==> config.mk <==
export PLATFORM = sky130hd
export DESIGN_NAME = i2c_rr_master
export DESIGN_NICKNAME = d
export VERILOG_FILES = /design/src/rtl/i2c_rr_pkg.sv /design/src/rtl/i2c_rr_sync.sv /design/src/rtl/i2c_rr_tick.sv /design/src/rtl/i2c_rr_busmon.sv /design/src/rtl/i2c_rr_master.sv
export SDC_FILE = /design/constraint.sdc
export NUM_CORES = 1
export LEC_CHECK = 0
export BUFFER_PORTS_ARGS = -buffer_cell sky130_fd_sc_hd__buf_2
export CAP_MARGIN = 20
export CELL_PAD_IN_SITES_DETAIL_PLACEMENT = 0
export CELL_PAD_IN_SITES_GLOBAL_PLACEMENT = 1
export CORE_MARGIN = 2
export CORE_UTILIZATION = 48
export DETAILED_ROUTE_END_ITERATION = 8
export PLACE_DENSITY = 0.92
export SETUP_SLACK_MARGIN = 0.05
export SKIP_CTS_REPAIR_TIMING = 1
export SLEW_MARGIN = 10
export SYNTH_ARGS = -nofsm -noshare
export SYNTH_HDL_FRONTEND = slang
export SYNTH_SLANG_ARGS = --single-unit
==> constraint.sdc <==
create_clock -name clk_i -period 4.3 [get_ports clk_i]
set_clock_uncertainty 0.1 [all_clocks]
set_input_delay 0.86 -clock clk_i [delete_from_list [all_inputs] [get_ports clk_i]]
set_output_delay 0.86 -clock clk_i [all_outputs]
set_load 0.01 [all_outputs]
==> src/rtl/i2c_rr_pkg.sv <==
package i2c_rr_pkg;
  typedef enum logic [2:0] {
    ST_IDLE, ST_START, ST_TX, ST_TXACK, ST_RX, ST_RXACK, ST_STOP
  } state_e;

  typedef enum logic [1:0] {PH_DEVW, PH_WORD, PH_DEVR, PH_DATA} phase_e;
endpackage

==> src/rtl/i2c_rr_sync.sv <==
module i2c_rr_sync #(
  parameter int unsigned W      = 2,
  parameter int unsigned STAGES = 2
) (
  input  logic         clk_i,
  input  logic         rst_ni,
  input  logic [W-1:0] d_i,
  output logic [W-1:0] q_o
);
  logic [STAGES-1:0][W-1:0] r_q;

  always_ff @(posedge clk_i or negedge rst_ni) begin
    if (!rst_ni) begin
      r_q <= '1;
    end else begin
      r_q[0] <= d_i;
      for (int s = 1; s < int'(STAGES); s++) r_q[s] <= r_q[s-1];
    end
  end

  assign q_o = r_q[STAGES-1];
endmodule

==> src/rtl/i2c_rr_tick.sv <==
module i2c_rr_tick #(
  parameter int unsigned QDIV = 5
) (
  input  logic clk_i,
  input  logic rst_ni,
  input  logic en_i,
  input  logic clr_i,
  output logic tick_o
);
  localparam int unsigned CW = (QDIV > 1) ? $clog2(QDIV) : 1;

  logic [CW-1:0] cnt_q;
  logic          at_end;

  assign at_end = (cnt_q == CW'(QDIV - 1));

  always_ff @(posedge clk_i or negedge rst_ni) begin
    if (!rst_ni)                    cnt_q <= '0;
    else if (clr_i || !en_i || at_end) cnt_q <= '0;
    else                            cnt_q <= cnt_q + 1'b1;
  end

  assign tick_o = en_i && at_end;
endmodule

==> src/rtl/i2c_rr_busmon.sv <==
module i2c_rr_busmon (
  input  logic clk_i,
  input  logic rst_ni,
  input  logic scl_i,
  input  logic sda_i,
  output logic busy_o
);
  logic scl_q, sda_q;

  always_ff @(posedge clk_i or negedge rst_ni) begin
    if (!rst_ni) begin
      scl_q  <= 1'b1;
      sda_q  <= 1'b1;
      busy_o <= 1'b0;
    end else begin
      scl_q <= scl_i;
      sda_q <= sda_i;
      if (scl_q && scl_i && sda_q && !sda_i)      busy_o <= 1'b1; // START
      else if (scl_q && scl_i && !sda_q && sda_i) busy_o <= 1'b0; // STOP
    end
  end
endmodule

==> src/rtl/i2c_rr_master.sv <==
module i2c_rr_master
  import i2c_rr_pkg::*;
#(
  parameter int unsigned QDIV        = 5,
  parameter int unsigned CNT_W       = 4,
  parameter int unsigned SYNC_STAGES = 2
) (
  input  logic             clk_i,
  input  logic             rst_ni,
  input  logic             start_i,
  input  logic [6:0]       dev_addr_i,
  input  logic [7:0]       word_addr_i,
  input  logic [CNT_W-1:0] nbytes_i,
  output logic             ready_o,
  input  logic             scl_i,
  input  logic             sda_i,
  output logic             scl_oe_o,
  output logic             sda_oe_o,
  output logic [7:0]       rd_data_o,
  output logic             rd_valid_o,
  output logic             done_o,
  output logic             nack_o,
  output logic             arb_lost_o
);
  state_e           st_q;
  phase_e           ph_q;
  logic [1:0]       q_q;      // quarter of the current bit symbol
  logic [2:0]       bit_q;
  logic [7:0]       sh_q;
  logic [6:0]       dev_q;
  logic [7:0]       word_q;
  logic [CNT_W-1:0] left_q;
  logic             scl_oe_q, sda_oe_q, samp_q, nerr_q;
  logic             scl_s, sda_s, bus_busy, tick, accept, sda_drive;

  i2c_rr_sync #(.W(2), .STAGES(SYNC_STAGES)) u_sync (
    .clk_i(clk_i), .rst_ni(rst_ni), .d_i({scl_i, sda_i}), .q_o({scl_s, sda_s})
  );

  i2c_rr_busmon u_busmon (
    .clk_i(clk_i), .rst_ni(rst_ni), .scl_i(scl_s), .sda_i(sda_s), .busy_o(bus_busy)
  );

  i2c_rr_tick #(.QDIV(QDIV)) u_tick (
    .clk_i(clk_i), .rst_ni(rst_ni), .en_i(st_q != ST_IDLE), .clr_i(accept), .tick_o(tick)
  );

  assign ready_o = (st_q == ST_IDLE) && !bus_busy;
  assign accept  = start_i && ready_o;

  // SDA level set in quarter 1 of each symbol (1 = pull low)
  always_comb begin
    unique case (st_q)
      ST_TX:    sda_drive = ~sh_q[7];
      ST_RXACK: sda_drive = (left_q != CNT_W'(1));
      ST_STOP:  sda_drive = 1'b1;
      default:  sda_drive = 1'b0;
    endcase
  end

  always_ff @(posedge clk_i or negedge rst_ni) begin
    if (!rst_ni) begin
      st_q <= ST_IDLE;     ph_q <= PH_DEVW;   q_q <= '0;       bit_q <= '0;
      sh_q <= '0;          dev_q <= '0;       word_q <= '0;    left_q <= '0;
      scl_oe_q <= 1'b0;    sda_oe_q <= 1'b0;  samp_q <= 1'b1;  nerr_q <= 1'b0;
      rd_data_o <= '0;     rd_valid_o <= 1'b0; done_o <= 1'b0;
      nack_o <= 1'b0;      arb_lost_o <= 1'b0;
    end else begin
      rd_valid_o <= 1'b0;
      done_o     <= 1'b0;
      nack_o     <= 1'b0;
      arb_lost_o <= 1'b0;
      if (accept) begin
        st_q     <= ST_START;
        ph_q     <= PH_DEVW;
        q_q      <= '0;
        sh_q     <= {dev_addr_i, 1'b0};
        dev_q    <= dev_addr_i;
        word_q   <= word_addr_i;
        left_q   <= (nbytes_i == '0) ? CNT_W'(1) : nbytes_i;
        nerr_q   <= 1'b0;
        scl_oe_q <= 1'b1;
      end else if (tick) begin
        q_q <= q_q + 2'd1;
        unique case (q_q)
          2'd0: sda_oe_q <= sda_drive;
          2'd1: scl_oe_q <= 1'b0;
          2'd2: begin
            samp_q <= sda_s;
            if (st_q == ST_RX)    sh_q <= {sh_q[6:0], sda_s};
            if (st_q == ST_START) sda_oe_q <= 1'b1;  // SDA falls with SCL high
            if (st_q == ST_STOP)  sda_oe_q <= 1'b0;  // SDA rises with SCL high
            if (st_q == ST_TX && !sda_oe_q && !sda_s) begin
              st_q       <= ST_IDLE;
              q_q        <= '0;
              scl_oe_q   <= 1'b0;
              sda_oe_q   <= 1'b0;
              arb_lost_o <= 1'b1;
            end
          end
          default: begin
            scl_oe_q <= (st_q != ST_STOP);
            unique case (st_q)
              ST_START: begin st_q <= ST_TX; bit_q <= 3'd7; end
              ST_TX: begin
                if (bit_q == 3'd0) st_q <= ST_TXACK;
                else begin bit_q <= bit_q - 3'd1; sh_q <= {sh_q[6:0], 1'b0}; end
              end
              ST_TXACK: begin
                if (samp_q) begin
                  st_q <= ST_STOP; nerr_q <= 1'b1;
                end else begin
                  unique case (ph_q)
                    PH_DEVW: begin ph_q <= PH_WORD; sh_q <= word_q; st_q <= ST_TX; bit_q <= 3'd7; end
                    PH_WORD: begin ph_q <= PH_DEVR; sh_q <= {dev_q, 1'b1}; st_q <= ST_START; end
                    default: begin ph_q <= PH_DATA; st_q <= ST_RX; bit_q <= 3'd7; end
                  endcase
                end
              end
              ST_RX: begin
                if (bit_q == 3'd0) begin
                  st_q <= ST_RXACK; rd_data_o <= sh_q; rd_valid_o <= 1'b1;
                end else bit_q <= bit_q - 3'd1;
              end
              ST_RXACK: begin
                if (left_q == CNT_W'(1)) st_q <= ST_STOP;
                else begin left_q <= left_q - 1'b1; st_q <= ST_RX; bit_q <= 3'd7; end
              end
              ST_STOP: begin st_q <= ST_IDLE; done_o <= 1'b1; nack_o <= nerr_q; end
              default: st_q <= ST_IDLE;
            endcase
          end
        endcase
      end
    end
  end

  assign scl_oe_o = scl_oe_q;
  assign sda_oe_o = sda_oe_q;
endmodule

==> impl_results.rst, run 1 <==
.. list-table::
   :header-rows: 1

   * - Metric
     - Value
   * - Mean routed wirelength per cell
     - 14.9 um
   * - Std-Cell Core Area
     - approximately 6300 um2
   * - Number of pins with negative max-slew slack in the final report
     - 0
   * - Die Span Y
     - about 85 um
   * - Setup violation total in the final timing report
     - 0
   * - CTS root buffer
     - sky130_fd_sc_hd__clkbuf_8
   * - Share of async-settable or async-resettable flops after synthesis
     - between 90% and 100%
   * - Launch point of the critical path
     - st_q[2]
   * - Latest clock arrival within the worst-skew pair
     - about 0.35 ns
   * - Setup total negative slack
     - 0 ns
   * - Relative max-transition margin
     - between 30% and 40%
   * - Required time of the critical path
     - between 3 and 4 ns
   * - Vias in the first global route
     - approximately 2300
   * - Final weighted congestion in routability-driven placement
     - just over 0.8
   * - PwrDens
     - around 600 nW/um2
   * - Count of boundary I/O pins
     - 39
   * - Crit path launch type
     - register
   * - Clock Path Buffers
     - 2
   * - Most common cell after layout, fill and taps aside
     - sky130_fd_sc_hd__nand2_1
   * - Type of the worst setup path
     - register to output pin
   * - Total gr overflow
     - 0
   * - Minimum clock period
     - 2.72 ns
   * - Count of flip-flops with a built-in enable after synthesis
     - 0
   * - Starting density of the core
     - between 40% and 50%
   * - Vias
     - roughly 2400
   * - Number of nets in the final layout
     - 400
   * - Endpoints failing hold
     - 0
   * - Share of final-layout standard cells stronger than drive strength 1
     - 23.2%
   * - Setup repair after global routing missed its margin
     - false
   * - Crit. End Element
     - output pin
   * - Post-synthesis instance area
     - 3130 um2
   * - Result of the run
     - finished, final reports clean
   * - Wire length of the first global-routing pass
     - between 10000 and 15000 um
   * - Reg-to-reg critical path startpoint
     - st_q[2]
   * - Post-place instance area
     - between 3000 and 4000 um2
   * - Biggest fanout along the worst timing path
     - 18
   * - Die Area
     - about 7200 um2
   * - Top library cells by usage in the layout, fill and taps aside
     - sky130_fd_sc_hd__nand2_1, sky130_fd_sc_hd__dfrtp_1, sky130_fd_sc_hd__buf_2
   * - Chip width
     - approximately 85 um
   * - GRT Overall Usage
     - 20.4%
   * - Flop and latch count out of synthesis
     - 63
   * - Mapped Cells
     - about 330
   * - Highest Clock Rate
     - about 0.37 GHz
   * - DRC viols
     - 0
   * - Final Hold Slack
     - around 0.26 ns
   * - Total number of clock tree sinks
     - 63
   * - Number of rows created at floorplan
     - 29
   * - Worst hold path startpoint
     - u_sync.r_q[1]
   * - Final design instance area without fill
     - 3600 um2
   * - Maximum Capacitance Violations
     - 0
   * - Maximum VDD drop
     - roughly 0.32 mV
   * - Post-Route WL
     - between 6000 and 7000 um
   * - Tightest Pin Transition
     - between 0.9 and 1 ns
   * - Seq/Total Area, Yosys
     - between 50% and 60%
   * - Worst reg2reg path depth
     - 5
   * - Ant diodes
     - 0
   * - Number of detailed-route iterations in the first pass
     - 5
   * - Via density
     - about 5.4
   * - Number of antenna violations at the first check in global routing
     - 0
   * - Num CTS Buffers
     - 9
   * - Distinct cells, synth
     - 45
   * - H-tree depth
     - 3
   * - Maximum number of pins on one net before global-route repair
     - 37
   * - Leak pwr
     - 1.78 nW
   * - Number of nets with antenna violations after detailed routing
     - 0
   * - Cell depth of the worst hold path
     - 0
   * - HPWL Detailed
     - approximately 4600 um
   * - Post-Syn Nets
     - 363
   * - Arrival time at the worst endpoint
     - about 1.8 ns
   * - Layout area overhead
     - 14.9%
   * - Port Buffer Count
     - 38
   * - Clock-pin transition on the worst setup and hold timing paths
     - around 0.070 ns
   * - Period utilization
     - around 63%
   * - Final Total Pwr
     - between 2 and 2.5 mW
   * - Syn avg cell area
     - ~9.5 um2
   * - CTS tree
     - built
   * - Most used flip-flop cell after synthesis
     - sky130_fd_sc_hd__dfrtp_1
   * - Number of DRC markers in iteration 0
     - approximately 240
   * - Synth warn
     - 0
   * - Worst Hold Class
     - register to register
[critical path, cell delays in order (launching register included)]
cell                      delay [ns]
sky130_fd_sc_hd__dfrtp_1        0.58
sky130_fd_sc_hd__or4_4          0.63
sky130_fd_sc_hd__inv_1          0.08
sky130_fd_sc_hd__buf_2          0.12
[final timing paths]
check	end	slack [ns]
min	u_sync.q_o[1]	0.26
min in group asynchronous	left_q[0]	0.44
max reg2reg	sh_q[2]	1.72
max	ready_o	1.58
max in group asynchronous	samp_q	2.74
min reg2reg	u_sync.q_o[1]	0.26
[where the power goes]
part / leakage (nW) / internal [mW] / switching [mW]
logic: 0.876 / 0.258 / 0.308
clock network: 0.120 / 0.387 / 0.249
registers: 0.781 / 0.772 / 0.188
total: 1.78 / 1.42 / 0.745
[logic make-up (layout without fill, tap and decap cells)]
kind of cell,count (synthesis),after routing,share of synthesized area [%]
AO/OA/AOI/OAI,55,55,10.6
XOR/XNOR,4,4,1.12
adder cells (fa/ha/maj),10,10,3.99
buffers and inverters,30,72,4.51
flip-flops,63,63,50.6
multiplexers,18,18,7.43
AND/OR/NAND/NOR,149,149,21.7
[registers in the layout (all words and copies together), names as in the netlist, 2 cells and up]
signal and count:
bit_q 3, dev_q 7, left_q 4, ph_q 2, q_q 2, rd_data_o 8
sh_q 8, st_q 3, u_sync.q_o 2, u_sync.r_q 2, u_tick.cnt_q 3, word_q 8
[cells in the mapped netlist (2+ instances only)]
cell                         n  area [um2]
sky130_fd_sc_hd__ha_1       10         125
sky130_fd_sc_hd__a31oi_1     4        25.0
sky130_fd_sc_hd__nor2_1     24        90.1
sky130_fd_sc_hd__mux2_2     10         113
sky130_fd_sc_hd__xnor2_1     2        17.5
sky130_fd_sc_hd__o21ai_0    22         110
sky130_fd_sc_hd__inv_1      15        56.3
sky130_fd_sc_hd__o21ai_1     7        35.0
sky130_fd_sc_hd__nand2b_1    3        18.8
sky130_fd_sc_hd__xor2_1      2        17.5
sky130_fd_sc_hd__and2_1      2        12.5
sky130_fd_sc_hd__clkbuf_1    6        22.5
sky130_fd_sc_hd__buf_4       2        15.0
sky130_fd_sc_hd__nand4_1     3        18.8
sky130_fd_sc_hd__a21oi_1     9        45.0
sky130_fd_sc_hd__nand2_1    77         289
sky130_fd_sc_hd__dfrtp_1    56        1400
sky130_fd_sc_hd__o311ai_0    2        17.5
sky130_fd_sc_hd__o2111ai_1   2        17.5
sky130_fd_sc_hd__buf_6       2        22.5
sky130_fd_sc_hd__nor3_1     10        50.1
sky130_fd_sc_hd__buf_2       5        25.0
sky130_fd_sc_hd__dfstp_2     7         184
sky130_fd_sc_hd__nand3_1     7        35.0
sky130_fd_sc_hd__and3_1     10        62.6
sky130_fd_sc_hd__mux2_4      8         120
sky130_fd_sc_hd__nor2b_1     4        25.0
[layout make-up]
type | count | area (um2)
timing repair buffer | 41 | 213
clock inverter | 7 | 120
sequential | 63 | 1590
clock buffer | 9 | 124
fill | 578 | 2710
multi-input combinational | 236 | 1410
tap | 77 | 96.3
inverter | 15 | 56.3
[per-stage QoR]
| stage | setup slack, ns | std cells | utilization, % |
|---|---|---|---|
| global route | 1.47 | 448 | 57.0 |
| global placement | 1.79 | 432 | 53.2 |
| detailed placement | 1.69 | 432 | 53.2 |
| finish | 1.58 | 448 | 57.0 |
| CTS | 1.58 | 448 | 57.0 |
| floorplan | 2.22 | 329 | - |
[metal layers]
layer,share of wire [%],vias to the layer above,GRT usage (%),wire length (um)
li1,-,1194,-,-
met1,49,1130,29.6,3250
met2,44,63,29.6,2970
met3,4.4,14,3.83,296
met4,2.4,0,9.38,161
met5,0,-,0,0
No activity file was read; power rests on OpenSTA's default activity.
==> run 2, diff against run 1 <==
- ABC_AREA: not set -> 1
- CORE_UTILIZATION: 48 -> 43
- PLACE_DENSITY: 0.92 -> 0.86
- clock period: 4.3 -> 2.7 ns (I/O delays scaled with it)
==> run 2 against run 1 <==
Compared with the run above:
- via count up 13%
- non-clock buffer count unchanged
- final cell count up 24%
- synthesized cell count up 25%
- first-iteration DRC count down 15%
- setup slack worse by 1.0 ns
- clock power up 38%
- critical endpoint unchanged
- sequential power about the same
- die area up 17%
- cell area up 3.8%
- utilization down 6.0 points
==> impl_results.rst, run 2 <==
.. list-table::
   :header-rows: 1

   * - Metric
     - Value
   * - Result of the run
     - finished, final reports clean
   * - Most used flip-flop cell after synthesis
     - sky130_fd_sc_hd__dfrtp_1
   * - Worst setup slack after layout
     - 0.583 ns (-1.00 ns)
   * - Most common cell in the netlist
     - sky130_fd_sc_hd__nand2_1
   * - Clock Path Buffers
     - 2 (unchanged)
   * - Count of boundary I/O pins
     - 39 (unchanged)
   * - Port Buffer Count
     - 38 (unchanged)
   * - Most used routing layer
     - met1
   * - Total gr overflow
     - 0 (unchanged)
   * - Cells taking the most area after synthesis
     - sky130_fd_sc_hd__dfrtp_1, sky130_fd_sc_hd__nand2_1, sky130_fd_sc_hd__nand3_1
   * - Setup repair after global routing missed its margin
     - false
   * - Starting density of the core
     - 45.1% (-4.6 points)
   * - Std-Cell Core Area
     - 7330 um2 (+16%)
   * - Final Hold Slack
     - 0.0854 ns (-0.171 ns)
   * - Met3 routing resource usage after global routing
     - 2.63% (-1.2 points)
   * - PwrDens
     - 503 nW/um2 (-16%)
   * - Post-Route WL
     - 6900 um (+3.3%)
   * - Worst reg2reg path depth
     - 8 (+3)
   * - Arrival time at the worst endpoint
     - 1.48 ns (-0.28 ns)
   * - Mapped Cells
     - 412 (+25%)
   * - Setup violation total in the final timing report
     - 0 (unchanged)
   * - Share of cell area taken by muxes after synthesis
     - 0% (-7.4 points)
   * - Clock-pin transition on the worst setup and hold timing paths
     - 0.07 ns (about the same)
   * - Die Area
     - 8400 um2 (+17%)
   * - Synthesized-area fraction occupied by adder cells
     - 3.79% (-0.21 points)
   * - Crit. End Element
     - output pin
   * - GRT Overall Usage
     - 17.7% (-2.7 points)
   * - Period utilization
     - a little under 80%
   * - Slack of the worst reg-to-reg path
     - 0.62 ns (-1.10 ns)
   * - Latest clock arrival within the worst-skew pair
     - 0.34 ns (about the same)
   * - Layout area overhead
     - 13.2%
   * - Number of nets with antenna violations after detailed routing
     - 0 (unchanged)
   * - Met2 Usage GRT
     - 25.5% (-4.1 points)
   * - Distinct cells, synth
     - 34 (-24%)
   * - DRC viols
     - 0 (unchanged)
   * - Number of DRC markers in iteration 0
     - 204 (-15%)
   * - Chip width
     - 91.6 um (+8.1%)
   * - Share of the synthesized netlist area taken by xor and xnor gates
     - 1.06% (-0.058 points)
   * - Vias in the first global route
     - 2505 (+6.6%)
   * - Tightest Pin Transition
     - 0.548 ns (-0.428 ns)
   * - Vias
     - 2703 (+13%)
   * - Mean routed wirelength per cell
     - 12.4 um (-17%)
   * - CTS root buffer
     - sky130_fd_sc_hd__clkbuf_8
   * - Wire length of the first global-routing pass
     - 11900 um (+3.8%)
   * - Highest Clock Rate
     - roughly 0.47 GHz
   * - Worst Hold Class
     - input pin to async pin
   * - Die Span Y
     - 91.6 um (+8.1%)
   * - Cell taking the most area after synthesis
     - sky130_fd_sc_hd__dfrtp_1
   * - Share of the synthesized area in compound gates (AO/OA/AOI/OAI)
     - 5.76% (-4.9 points)
   * - Number of rows created at floorplan
     - 31 (+6.9%)
   * - Share of async-settable or async-resettable flops after synthesis
     - 100% (unchanged)
   * - Simple-gate share of the synthesized area
     - 33.4% (+12 points)
   * - Ranking of synthesized cells by instance count
     - sky130_fd_sc_hd__nand2_1, sky130_fd_sc_hd__dfrtp_1, sky130_fd_sc_hd__nand3_1
   * - Relative max-transition margin
     - 63.5% (+29 points)
   * - Worst r2r dst
     - sh_q[5]
   * - Maximum Capacitance Violations
     - 0 (unchanged)
   * - Count of flip-flops with a built-in enable after synthesis
     - 0 (unchanged)
   * - Endpoints failing hold
     - 0 (unchanged)
   * - Setup WS pre-CTS
     - 0.627 ns (-1.07 ns)
   * - HPWL Detailed
     - 5030 um (+9.6%)
   * - Synth warn
     - 0 (unchanged)
   * - CTS tree
     - built
   * - Reg-to-reg critical path startpoint
     - st_q[2]
   * - Number of nets in the final layout
     - 486 (+22%)
   * - Number of antenna violations at the first check in global routing
     - 0 (unchanged)
   * - Type of the worst setup path
     - register to output pin
   * - Number of pins with negative max-slew slack in the final report
     - 0 (unchanged)
   * - H-tree depth
     - 3 (unchanged)
   * - Post-Syn Nets
     - 446 (+23%)
   * - Most common cell after layout, fill and taps aside
     - sky130_fd_sc_hd__nand2_1
   * - Required time of the critical path
     - 2.06 ns (-1.28 ns)
   * - Dominant combinational cell family by area after synthesis
     - simple AND/OR/NAND/NOR gates
   * - Total number of clock tree sinks
     - 63 (unchanged)
   * - Via density
     - 4.86 (-9.3%)
   * - Leak pwr
     - 2.03 nW (+14%)
   * - Num CTS Buffers
     - 9 (unchanged)
   * - Final weighted congestion in routability-driven placement
     - 0.873 (+4.9%)
   * - Maximum number of pins on one net before global-route repair
     - 42 (+14%)
   * - Top library cells by usage in the layout, fill and taps aside
     - sky130_fd_sc_hd__nand2_1, sky130_fd_sc_hd__dfrtp_1, sky130_fd_sc_hd__nand3_1
   * - Flop and latch count out of synthesis
     - 63 (unchanged)
   * - Met1 layer usage reported by global route
     - 25.7% (-4.0 points)
   * - Post-synthesis instance area
     - 3300 um2 (+5.4%)
   * - Biggest fanout along the worst timing path
     - 11 (-7)
   * - Share of the synthesized area in the top cell type
     - 42.4% (-2.3 points)
   * - Number of detailed-route iterations in the first pass
     - 6 (+1)
   * - Share of final-layout standard cells stronger than drive strength 1
     - 18.8% (-4.4 points)
   * - Crit path launch type
     - register
   * - Minimum clock period
     - 2.12 ns
   * - Maximum VDD drop
     - 0.229 mV (-29%)
   * - Ant diodes
     - 0 (unchanged)
   * - Setup total negative slack
     - 0 ns (unchanged)
   * - Seq/Total Area, Yosys
     - 48.0% (-2.6 points)
   * - Syn avg cell area
     - 8.02 um2 (-16%)
   * - Registers with the most flip-flops
     - rd_data_o: 8 flops, sh_q: 8 flops, word_q: 8 flops
run 2: how the worst max path moves through the flow:
stage	slack, ns	cells past startpoint	from	to
2_1_floorplan	1.05	9	q_q[0]	st_q[2]
3_3_place_gp	0.72	8	st_q[2]	left_q[1]
3_5_place_dp	0.63	8	st_q[2]	sh_q[5]
4_1_cts	0.58	4	st_q[2]	ready_o
5_1_grt	0.42	9	q_q[0]	sh_q[2]
6_report	0.58	4	st_q[2]	ready_o
run 2: layout make-up:
type                            count  area [um2]
Fill cell                         708        3590
Sequential cell                    63        1590
Multi-Input combinational cell    298        1450
Timing Repair Buffer               41         213
Clock buffer                       11         151
Inverter                           39         149
Tap cell                           99         124
Clock inverter                      5        62.6
run 2: cells by family after synthesis:
group | count (synthesis)
AND/OR/NAND/NOR | 250
flip-flops | 63
buffers and inverters | 51
AO/OA/AOI/OAI | 34
adder cells (fa/ha/maj) | 10
XOR/XNOR | 4
run 2: worst max-delay path, stage by stage (launching register included):
cell,delay (ns)
sky130_fd_sc_hd__dfrtp_1,0.58
sky130_fd_sc_hd__inv_1,0.22
sky130_fd_sc_hd__nand2_4,0.16
sky130_fd_sc_hd__nor2_4,0.04
sky130_fd_sc_hd__buf_2,0.14
run 2: metal layers:
metal / routed length, um / vias to the layer above
li1: - / 1386
met4: 204 / 0
met2: 2880 / 72
met1: 3520 / 1228
met5: 0 / -
met3: 296 / 17
run 2: metrics by stage:
stage	instance area, um2	power, mW	instances	utilization, %
finish	3740	1.88	556	51.0
detailed placement	3520	1.03	540	48.1
CTS	3740	1.90	556	51.0
global placement	3520	1.02	540	48.1
floorplan	3300	0.985	412	-
global route	3740	1.94	556	51.0
run 2: where the power goes:
group | total (mW) | leakage, nW | internal (mW) | switching [mW]
logic | 0.0425 | 1.13 | 0.0164 | 0.0261
registers | 0.963 | 0.800 | 0.956 | 0.00761
clock network | 0.875 | 0.103 | 0.483 | 0.392
==> run 3, diff against run 2 <==
- ABC_AREA: 1 -> 0
- CORE_UTILIZATION: 43 -> 40
- PLACE_DENSITY: 0.86 -> 0.82
- clock period: 2.7 -> 1.9 ns (I/O delays scaled with it)
==> run 3 against run 2 <==
Compared with the run above:
- the flow now finishes with violations (setup timing)
- setup slack got worse by 0.71 ns
- final cell count fell by 5.4%
- non-clock buffer count rose by 53
- utilization rose by 7.3 points
- worst hold slack got worse by 0.062 ns
- cell area rose by 19%
- sequential power rose by 120%
- largest power group is now combinational logic
- highest routed layer unchanged
==> impl_results.rst, run 3 (synthesis results as in run 1) <==
.. list-table::
   :header-rows: 1

   * - Metric
     - Value
   * - Result of the run
     - complete, but fails checks
   * - Failing checks
     - setup timing
   * - Period utilization
     - 107%
   * - PwrDens
     - 1290 nW/um2 (+160%)
   * - Total number of clock tree sinks
     - 63 (unchanged)
   * - Top library cells by usage in the layout, fill and taps aside
     - sky130_fd_sc_hd__nand2_1, sky130_fd_sc_hd__dfrtp_1, sky130_fd_sc_hd__buf_4
   * - Buffer and inverter count on the worst path
     - 3 (+1)
   * - Registers with the most flip-flops
     - rd_data_o: 8 flops, sh_q: 8 flops, word_q: 8 flops
   * - Number of rows created at floorplan
     - 32 (+3.2%)
   * - Critical Path Stages
     - 4 (unchanged)
   * - Type of the worst setup path
     - register to output pin
   * - Num CTS Buffers
     - 9 (unchanged)
   * - Ant diodes
     - 0 (unchanged)
   * - Via density
     - 5.09 (+4.8%)
   * - Latest clock arrival within the worst-skew pair
     - 0.35 ns (about the same)
   * - Crit. End Element
     - output pin
   * - Leak pwr
     - 2.14 nW (+5.1%)
   * - Reg-to-reg critical path startpoint
     - st_q[0]
   * - Count of boundary I/O pins
     - 39 (unchanged)
   * - Clock Path Buffers
     - 2 (unchanged)
   * - Minimum clock period
     - a little over 2 ns
   * - Post-Route WL
     - 7950 um (+15%)
   * - Setup repair after global routing missed its margin
     - true
   * - Mean routed wirelength per cell
     - 15.1 um (+22%)
   * - Tightest Pin Transition
     - 0.445 ns (-0.103 ns)
   * - Setup violation total in the final timing report
     - 12 (+12)
   * - Std-Cell Core Area
     - 7650 um2 (+4.3%)
   * - Filler cell count in the final layout
     - 661 (-6.6%)
   * - Clock-pin transition on the worst setup and hold timing paths
     - 0.08 ns (about the same)
   * - Arrival time at the worst endpoint
     - 1.55 ns (+0.07 ns)
   * - Crit path launch type
     - register
   * - Maximum Capacitance Violations
     - 0 (unchanged)
   * - Required time of the critical path
     - 1.42 ns (-0.64 ns)
   * - Crit path max-delay cell type
     - sky130_fd_sc_hd__or4_4
   * - Port Buffer Count
     - 38 (unchanged)
   * - CTS tree
     - built
   * - Die Area
     - 8560 um2 (+1.9%)
   * - Launch point of the critical path
     - st_q[0]
   * - Maximum number of pins on one net before global-route repair
     - 64 (+52%)
   * - Final weighted congestion in routability-driven placement
     - 0.872 (about the same)
   * - Chip width
     - 92.5 um (+0.93%)
   * - Final Total Pwr
     - 5.77 mW (+210%)
   * - Number of detailed-route iterations in the first pass
     - 4 (-2)
   * - Cell depth of the worst hold path
     - 1
   * - Delay of the slowest cell on the worst path
     - 0.55 ns (-0.03 ns)
   * - Maximum VDD drop
     - 0.599 mV (+160%)
   * - Worst path cell trace
     - or4_4, buf_6, inv_2, buf_6
   * - Die Span Y
     - 92.5 um (+0.93%)
   * - Endpoints failing hold
     - 0 (unchanged)
   * - Number of nets in the final layout
     - 453 (-6.8%)
   * - Number of nets with antenna violations after detailed routing
     - 0 (unchanged)
   * - Worst hold path startpoint
     - scl_i
   * - H-tree depth
     - 3 (unchanged)
   * - Number of pins with negative max-slew slack in the final report
     - 0 (unchanged)
   * - Highest Clock Rate
     - 0.493 GHz
   * - Number of DRC markers in iteration 0
     - 145 (-29%)
   * - Worst reg2reg path depth
     - 6 (-2)
   * - Layout area overhead
     - 42.3%
   * - DRC viols
     - 0 (unchanged)
   * - Vias in the first global route
     - 2439 (-2.6%)
   * - Worst Hold Class
     - input pin to register
   * - HPWL Detailed
     - 5150 um (+2.5%)
   * - Most common cell after layout, fill and taps aside
     - sky130_fd_sc_hd__nand2_1
   * - Share of final-layout standard cells stronger than drive strength 1
     - 44.3% (+26 points)
   * - Most common cell type on the critical path
     - sky130_fd_sc_hd__buf_6
   * - CTS root buffer
     - sky130_fd_sc_hd__clkbuf_8
   * - Total gr overflow
     - 0 (unchanged)
   * - Relative max-transition margin
     - 70.2% (+6.7 points)
   * - Starting density of the core
     - 41.0% (-4.1 points)
   * - Vias
     - 2679 (-0.89%)
   * - Wire length of the first global-routing pass
     - 11900 um (unchanged)
   * - Setup total negative slack
     - -0.614 ns (-0.614 ns)
   * - Worst setup slack after layout
     - -0.130 ns (-0.713 ns)
   * - Number of antenna violations at the first check in global routing
     - 0 (unchanged)
   * - Biggest fanout along the worst timing path
     - 2 (-9)
   * - Largest delay contributor family on the critical path
     - simple AND/OR/NAND/NOR gates
   * - GRT Overall Usage
     - 17.9% (+0.26 points)
## run 3: cell types whose count changed in the layout (fill, tap and decap cells not counted), moves of 6 or more
cell                      before  now
sky130_fd_sc_hd__nand3_1      44    5
sky130_fd_sc_hd__buf_6         0   11
sky130_fd_sc_hd__buf_4         3   38
sky130_fd_sc_hd__inv_1        36   12
sky130_fd_sc_hd__mux2_2        0    9
sky130_fd_sc_hd__and3_1        0    9
sky130_fd_sc_hd__nand2_1     151   63
sky130_fd_sc_hd__o21ai_2       0    6
sky130_fd_sc_hd__nor3_1        1    8
sky130_fd_sc_hd__nor2_1       33   22
sky130_fd_sc_hd__mux2_4        0    9
sky130_fd_sc_hd__o21ai_1       2   10
## run 3: metrics by stage
step / setup slack, ns / instances / util (%) / hold slack [ns] / cell area, um2
after global routing: -0.163 / 526 / 58.3 / 0.00345 / 4460
after global placement: -0.142 / 496 / 48.5 / 0.248 / 3710
after detailed placement: -0.307 / 496 / 48.5 / 0.249 / 3710
after floorplan: -0.0919 / 329 / - / -0.0156 / 3140
final: -0.130 / 526 / 58.3 / 0.0232 / 4460
after CTS: -0.313 / 512 / 51.4 / -0.0722 / 3930
## run 3: final cells by class
cell class / count / area (um2) / share of cell area (%)
clock buffer: 9 / 124 / 2.78
clock inverter: 7 / 103 / 2.30
inverter: 15 / 56.3 / 1.26
multi-input combinational: 236 / 1710 / 38.4
sequential: 63 / 1590 / 35.6
tap: 102 / 128 / 2.86
timing repair buffer: 94 / 749 / 16.8
## run 3: per-layer routing
| layer | wire length [um] | GRT usage, % | vias up |
|---|---|---|---|
| li1 | - | - | 1297 |
| met4 | 236 | 8.21 | 0 |
| met2 | 3760 | 25.9 | 76 |
| met3 | 393 | 4.15 | 19 |
| met5 | 0 | 0 | - |
| met1 | 3560 | 25.6 | 1287 |
## run 3: final timing paths
| check | endpoint | slack, ns |
|---|---|---|
| worst max-delay path | ready_o | -0.13 |
| worst min-delay path | u_sync.r_q[1] | 0.02 |
| worst max register to register | sh_q[7] | -0.07 |
| worst min register to register | u_sync.q_o[1] | 0.26 |
| max in group asynchronous | samp_q | 0.92 |
| min in group asynchronous | u_tick.cnt_q[0] | 0.46 |
## run 3: power breakdown
group	total, mW	internal (mW)	switching, mW
logic	2.31	1.16	1.16
registers	2.12	1.75	0.369
clock network	1.33	0.754	0.581
total	5.77	3.66	2.11
